[src/rtl/coh_fmt_pkg.sv]
`timescale 1ns/1ps
package coh_fmt_pkg;
  typedef enum logic [1:0] {
    K_MC_INVAL  = 2'd0,
    K_BC_INVAL  = 2'd1,
    K_CLEANUP   = 2'd2,
    K_MC_UPDATE = 2'd3
  } cmd_kind_e;
endpackage

[src/rtl/coh_addr_gen.sv]
`timescale 1ns/1ps
module coh_addr_gen
  import coh_fmt_pkg::*;
#(
  parameter int ADDR_W = 40,
  parameter int ID_W   = 8
) (
  input  cmd_kind_e          kind_i,
  input  logic [ID_W-1:0]    tgt_i,
  input  logic               inst_i,
  output logic [ADDR_W-1:0]  addr_o
);
  always_comb begin
    addr_o = '0;
    if (kind_i == K_MC_INVAL || kind_i == K_MC_UPDATE) begin
      addr_o[ADDR_W-1 -: ID_W] = tgt_i;
      addr_o[3]                = (kind_i == K_MC_UPDATE);
      addr_o[2]                = inst_i;
    end
  end
endmodule

[src/rtl/coh_word_store.sv]
`timescale 1ns/1ps
module coh_word_store #(
  parameter int DATA_W = 32,
  parameter int DEPTH  = 16,
  localparam int IDX_W = $clog2(DEPTH)
) (
  input  logic                    clk_i,
  input  logic                    rst_ni,
  input  logic                    load_i,
  input  logic [DEPTH*DATA_W-1:0] words_i,
  input  logic [IDX_W-1:0]        rd_idx_i,
  output logic [DATA_W-1:0]       rd_word_o
);
  logic [DATA_W-1:0] word_q [DEPTH];

  for (genvar g = 0; g < DEPTH; g++) begin : g_word
    always_ff @(posedge clk_i or negedge rst_ni) begin
      if (!rst_ni)     word_q[g] <= '0;
      else if (load_i) word_q[g] <= words_i[g*DATA_W +: DATA_W];
    end
  end

  assign rd_word_o = word_q[rd_idx_i];
endmodule

[src/rtl/coh_flit_seq.sv]
`timescale 1ns/1ps
module coh_flit_seq #(
  parameter int CNT_W = 5,
  parameter int NW_W  = 5
) (
  input  logic             clk_i,
  input  logic             rst_ni,
  input  logic             start_i,
  input  logic             update_i,
  input  logic [NW_W-1:0]  nwords_i,
  input  logic             flit_ready_i,
  output logic             valid_o,
  output logic [CNT_W-1:0] cnt_o,
  output logic             eop_o
);
  logic             busy_q;
  logic [CNT_W-1:0] cnt_q, last_q;
  logic             fire;

  assign fire    = busy_q && flit_ready_i;
  assign valid_o = busy_q;
  assign cnt_o   = cnt_q;
  assign eop_o   = busy_q && (cnt_q == last_q);

  always_ff @(posedge clk_i or negedge rst_ni) begin
    if (!rst_ni) begin
      busy_q <= 1'b0;
      cnt_q  <= '0;
      last_q <= '0;
    end else if (start_i) begin
      // last flit index: header only, or header + index + N words
      busy_q <= 1'b1;
      cnt_q  <= '0;
      last_q <= update_i ? CNT_W'(nwords_i) + CNT_W'(1) : '0;
    end else if (fire) begin
      if (eop_o) busy_q <= 1'b0;
      else       cnt_q  <= cnt_q + CNT_W'(1);
    end
  end
endmodule

[src/rtl/coh_cmd_fmt.sv]
`timescale 1ns/1ps
module coh_cmd_fmt
  import coh_fmt_pkg::*;
#(
  parameter int ADDR_W    = 40,
  parameter int DATA_W    = 32,
  parameter int LINE_W    = 34,
  parameter int ID_W      = 8,
  parameter int MAX_WORDS = 16,
  localparam int BE_W  = DATA_W / 8,
  localparam int HI_W  = LINE_W - DATA_W,
  localparam int IDX_W = $clog2(MAX_WORDS),
  localparam int NW_W  = $clog2(MAX_WORDS) + 1,
  localparam int CNT_W = $clog2(MAX_WORDS + 2)
) (
  input  logic                        clk_i,
  input  logic                        rst_ni,
  input  logic                        req_valid_i,
  output logic                        req_ready_o,
  input  logic [1:0]                  req_kind_i,
  input  logic [ID_W-1:0]             req_tgt_i,
  input  logic                        req_inst_i,
  input  logic [LINE_W-1:0]           req_line_i,
  input  logic [IDX_W-1:0]            req_widx_i,
  input  logic [NW_W-1:0]             req_nwords_i,
  input  logic [MAX_WORDS*DATA_W-1:0] req_data_i,
  output logic                        flit_valid_o,
  input  logic                        flit_ready_i,
  output logic [ADDR_W-1:0]           flit_addr_o,
  output logic [DATA_W-1:0]           flit_wdata_o,
  output logic [BE_W-1:0]             flit_be_o,
  output logic                        flit_eop_o,
  output logic                        err_o
);
  cmd_kind_e         kind_in, kind_q;
  logic [ID_W-1:0]   tgt_q;
  logic              inst_q;
  logic [LINE_W-1:0] line_q;
  logic [IDX_W-1:0]  widx_q;
  logic              err_q;
  logic              accept, bad_len, start;
  logic [CNT_W-1:0]  cnt, word_sel;
  logic              eop;
  logic [DATA_W-1:0] rd_word;

  assign kind_in     = cmd_kind_e'(req_kind_i);
  assign req_ready_o = !flit_valid_o || (flit_ready_i && eop);
  assign accept      = req_valid_i && req_ready_o;
  assign bad_len     = (kind_in == K_MC_UPDATE) &&
                       (req_nwords_i == '0 || req_nwords_i > NW_W'(MAX_WORDS));
  assign start       = accept && !bad_len;

  always_ff @(posedge clk_i or negedge rst_ni) begin
    if (!rst_ni) begin
      kind_q <= K_MC_INVAL;
      tgt_q  <= '0;
      inst_q <= 1'b0;
      line_q <= '0;
      widx_q <= '0;
      err_q  <= 1'b0;
    end else begin
      err_q <= accept && bad_len;
      if (start) begin
        kind_q <= kind_in;
        tgt_q  <= req_tgt_i;
        inst_q <= req_inst_i;
        line_q <= req_line_i;
        widx_q <= req_widx_i;
      end
    end
  end

  coh_flit_seq #(.CNT_W(CNT_W), .NW_W(NW_W)) u_seq (
    .clk_i        (clk_i),
    .rst_ni       (rst_ni),
    .start_i      (start),
    .update_i     (kind_in == K_MC_UPDATE),
    .nwords_i     (req_nwords_i),
    .flit_ready_i (flit_ready_i),
    .valid_o      (flit_valid_o),
    .cnt_o        (cnt),
    .eop_o        (eop)
  );

  assign word_sel = cnt - CNT_W'(2);

  coh_word_store #(.DATA_W(DATA_W), .DEPTH(MAX_WORDS)) u_store (
    .clk_i     (clk_i),
    .rst_ni    (rst_ni),
    .load_i    (start),
    .words_i   (req_data_i),
    .rd_idx_i  (word_sel[IDX_W-1:0]),
    .rd_word_o (rd_word)
  );

  coh_addr_gen #(.ADDR_W(ADDR_W), .ID_W(ID_W)) u_addr (
    .kind_i (kind_q),
    .tgt_i  (tgt_q),
    .inst_i (inst_q),
    .addr_o (flit_addr_o)
  );

  always_comb begin
    if (cnt == '0) begin
      flit_wdata_o = line_q[DATA_W-1:0];
      flit_be_o    = {{(BE_W-HI_W){1'b0}}, line_q[LINE_W-1:DATA_W]};
    end else if (cnt == CNT_W'(1)) begin
      flit_wdata_o = DATA_W'(widx_q);
      flit_be_o    = '1;
    end else begin
      flit_wdata_o = rd_word;
      flit_be_o    = '1;
    end
  end

  assign flit_eop_o = eop;
  assign err_o      = err_q;
endmodule

[config.mk]
export PLATFORM = sky130hd
export DESIGN_NAME = coh_cmd_fmt
export DESIGN_NICKNAME = d
export VERILOG_FILES = /design/src/rtl/coh_fmt_pkg.sv /design/src/rtl/coh_addr_gen.sv /design/src/rtl/coh_word_store.sv /design/src/rtl/coh_flit_seq.sv /design/src/rtl/coh_cmd_fmt.sv
export SDC_FILE = /design/constraint.sdc
export NUM_CORES = 1
export LEC_CHECK = 0
export BUFFER_PORTS_ARGS = -buffer_cell sky130_fd_sc_hd__buf_2
export CAP_MARGIN = 5
export CORE_AREA = 2 2 252 254
export CTS_CLUSTER_SIZE = 30
export DETAILED_ROUTE_END_ITERATION = 16
export DIE_AREA = 0 0 254 256
export GPL_ROUTABILITY_DRIVEN = 0
export PLACE_DENSITY = 0.73
export SLEW_MARGIN = 0
export SYNTH_ARGS = -nofsm -noshare
export SYNTH_HDL_FRONTEND = slang
export SYNTH_HIERARCHICAL = 1
export SYNTH_SLANG_ARGS = --single-unit
[constraint.sdc]
create_clock -name clk_i -period 3.65 [get_ports clk_i]
set_clock_uncertainty 0.2 [all_clocks]
set_input_delay 0.1825 -clock clk_i [delete_from_list [all_inputs] [get_ports clk_i]]
set_output_delay 0.1825 -clock clk_i [all_outputs]
set_load 0.03 [all_outputs]
==> reports/metrics.yaml <==
synth:
  synth_seq_cells: 573
  synth_edf_count: 0
  yosysMostFrequentCell: "dfrtp_1"
  synthTopCellsByArea: "dfrtp_1 51%, mux2_2 23%, mux4_2 10%"
  yosys_warnings: 6
  yosys.area.top_type_share_pct: 51.49
  netlist_area_um2: 27850
  postSynthAreaPerCell_um2: 13.97
  synth-main-ff-cell: "dfrtp_1"
  ys_async_sr_fraction_pct: 100.0
  yosysSeqAreaShare_pct: 51.49
  synth_top_cell_by_area: "dfrtp_1"
  ys_top_cells_by_count: "573 x dfrtp_1, 559 x mux2_2, 128 x mux4_2"
  synth.distinct_cells: 46
  synthCells: 1993
clock_network:
  clk_pin_slew_ps: 60
  clk_latency_ps: 580
  numCtsBuffers: 66
  cts_tree: "yes"
  cts-root-buf: "clkbuf_16"
  h-tree-depth: 3
  clock_path_buffers: 3
  cts_num_sinks: 573
floorplan:
  initial_core_util_pct: 44.63
  die_area_um2: 65020
  coreArea_um2: 62390
  row_count: 92
  die_h_um: 256
  fp.dieW_um: 254
  io_pins: 650
pwr:
  seqPwrFrac_pct: 32.4
  clock_power_share_pct: 18.0
  leakage_nw: 17.21
  p_sw_mw: 15.10
  comb_power_share_pct: 49.6
  vdd_ir_drop_max_mv: 0.5084
  p_total_mw: 37.13
  swShare_pct: 40.67
  cellPowerDensity_nw_per_um2: 923.0
  p_int_mw: 22.03
sta:
  tightest_slew_ps: 1018
  hold_violations: 0
  post-route-period-util_pct: 99.30
  tns_ps: 0
  finalSetupViolations: 0
  maxSlewViolCount: 0
  slew_headroom_pct: 32.15
  fin_crit_ps: 3624
  fmax_mhz: 275.9
status:
  status: "finished, final reports clean"
layout:
  nNetsFinal: 3724
  nFillCells: 4270
  area_growth_pct: 44.44
  fin_cells: 4079
  drive_above_1_share_pct: 47.25
  final_core_util_pct: 64.47
drt:
  viasPerCell: 5.776
  num_vias: 23560
  routedWlPerCell_um: 26.60
  drcViolationCount: 0
  drt_wl_total_mm: 108.5
  drtPass1Iterations: 9
  ant_nets: 0
  drt-initial-drc-count: 2123
grt:
  overflow: 0
  grt_pass1_wl_mm: 157.6
  antenna_found_initial: 43
  grt_max_degree: 95
  first_global_vias: 25560
  grtUsageTotal_pct: 32.40
critical_path:
  required_ps: 3270
  arrival_ps: 3240
  timing.critical_path.to_type: "primary output"
  worstPathMaxFanout: 37
  critPathKind: "reg2out"
  start_kind: "flop"
placement:
  post-place-cells: 3338
  dp_hpwl_mm: 64.56
  numPortBuffers: 619
run:
  maxCapViolCount: 0
worst_hold_path:
  hold_class: "in2async"
==> layout by cell type, fill, tap and decap left out, types with 15 or more instances in the layout <==
| master | count |
|---|---|
| nand3_1 | 52 |
| conb_1 | 30 |
| nand2_1 | 95 |
| a22oi_1 | 47 |
| o21ai_0 | 53 |
| mux4_2 | 128 |
| nand4b_1 | 47 |
| dlygate4sd3_1 | 580 |
| buf_2 | 618 |
| clkbuf_1 | 15 |
| mux2_2 | 559 |
| buf_4 | 38 |
| dfrtp_1 | 570 |
| buf_12 | 20 |
| nand3b_1 | 31 |
| o211ai_1 | 47 |
| diode_2 | 37 |
| a22oi_2 | 17 |
| clkbuf_16 | 70 |
| nand4_1 | 49 |
==> layer usage <==
| layer | share of wire, % | GRT usage (%) |
|---|---|---|
| met3 | 6.7 | 6.397 |
| met2 | 50 | 54.68 |
| met4 | 6.1 | 18.87 |
| met1 | 37 | 38.41 |
| met5 | 0.12 | 0 |
==> cell type report <==
type                            count  area (um^2)  area share, %
Clock buffer                       94         1887          4.691
Sequential cell                   573        14350          35.67
Clock inverter                     20        240.2         0.5973
Multi-Input combinational cell   1229        12700          31.58
Inverter                           13        53.80         0.1338
Antenna cell                       37        92.59         0.2302
Tap cell                          846         1059          2.632
Timing Repair Buffer             1267         9841          24.47
==> repair_timing <==
item	in CTS	in global routing
buffers inserted	5	0
setup endpoints to repair	31	27
pin swaps	1	1
hold endpoints to repair	793	0
hold buffers	580	0
cloned	1	4
resized for setup	27	6
==> power groups by stage <==
| stage | clock network (mW) | logic [mW] | registers (mW) |
|---|---|---|---|
| floorplan | 0 | 11.3 | 10.9 |
| global placement | 0 | 16.5 | 11.4 |
| detailed placement | 0 | 16.8 | 11.7 |
| CTS | 6.70 | 17.9 | 11.6 |
| global route | 7.04 | 19.4 | 12.2 |
| finish | 6.68 | 18.4 | 12.0 |
==> registers in the layout, summed over array words and instances, names as in the netlist <==
| register | flops |
|---|---|
| line_q | 34 |
| kind_q | 2 |
| u_seq/cnt_o | 5 |
| err_o | 1 |
| u_seq/last_q | 5 |
| widx_q | 4 |
| tgt_q | 8 |
| u_store/word_q | 512 |
| u_seq/valid_o | 1 |
| inst_q | 1 |
==> stage by stage <==
step / hold slack, ps / cell area, um^2 / setup slack (ps)
final: 15.36 / 40220 / 25.67
after global routing: 63.46 / 40210 / -26.46
after CTS: 12.86 / 39990 / -1.343
after detailed placement: 67.57 / 31860 / 118.7
after global placement: 57.02 / 31860 / 154.2
after floorplan: -313.1 / 27960 / 449.2
==> worst max-delay path, stage by stage, from the launching register on <==
cell	delay, ps
dfrtp_4	660
clkbuf_16	420
mux4_2	600
a22oi_1	530
nand2_1	100
nand2_1	80
nand2_1	60
buf_2	180
==> kinds of logic after synthesis <==
| logic type | synth area share, % |
|---|---|
| AO/OA/AOI/OAI | 4.340 |
| XOR/XNOR | 0.3145 |
| adder cells (fa/ha/maj) | 0.1797 |
| buffers and inverters | 3.873 |
| flip-flops | 51.49 |
| multiplexers | 33.31 |
| other | 0.01347 |
| AND/OR/NAND/NOR | 6.479 |
==> path summary, 6_finish.rpt <==
check                                                startpoint                              end  slack [ps]  depth (start not counted)
worst max-delay path                 u_seq/cnt_o[0]$_DFFE_PN0P_                 flit_wdata_o[10]          30                          7
worst min-delay path                                     rst_ni  u_store/word_q[405]$_DFFE_PN0P_          20                          2
worst max register to register       u_seq/cnt_o[0]$_DFFE_PN0P_      u_seq/last_q[4]$_DFFE_PN0P_         290                         11
min in group clk_i                              req_data_i[427]   u_store/word_q[75]$_DFFE_PN0P_         140                          3
max in group asynchronous                                rst_ni  u_store/word_q[179]$_DFFE_PN0P_        2090                          3
worst min register to register  u_store/word_q[497]$_DFFE_PN0P_  u_store/word_q[497]$_DFFE_PN0P_         300                          1
No activity file was read; power rests on OpenSTA's default activity.
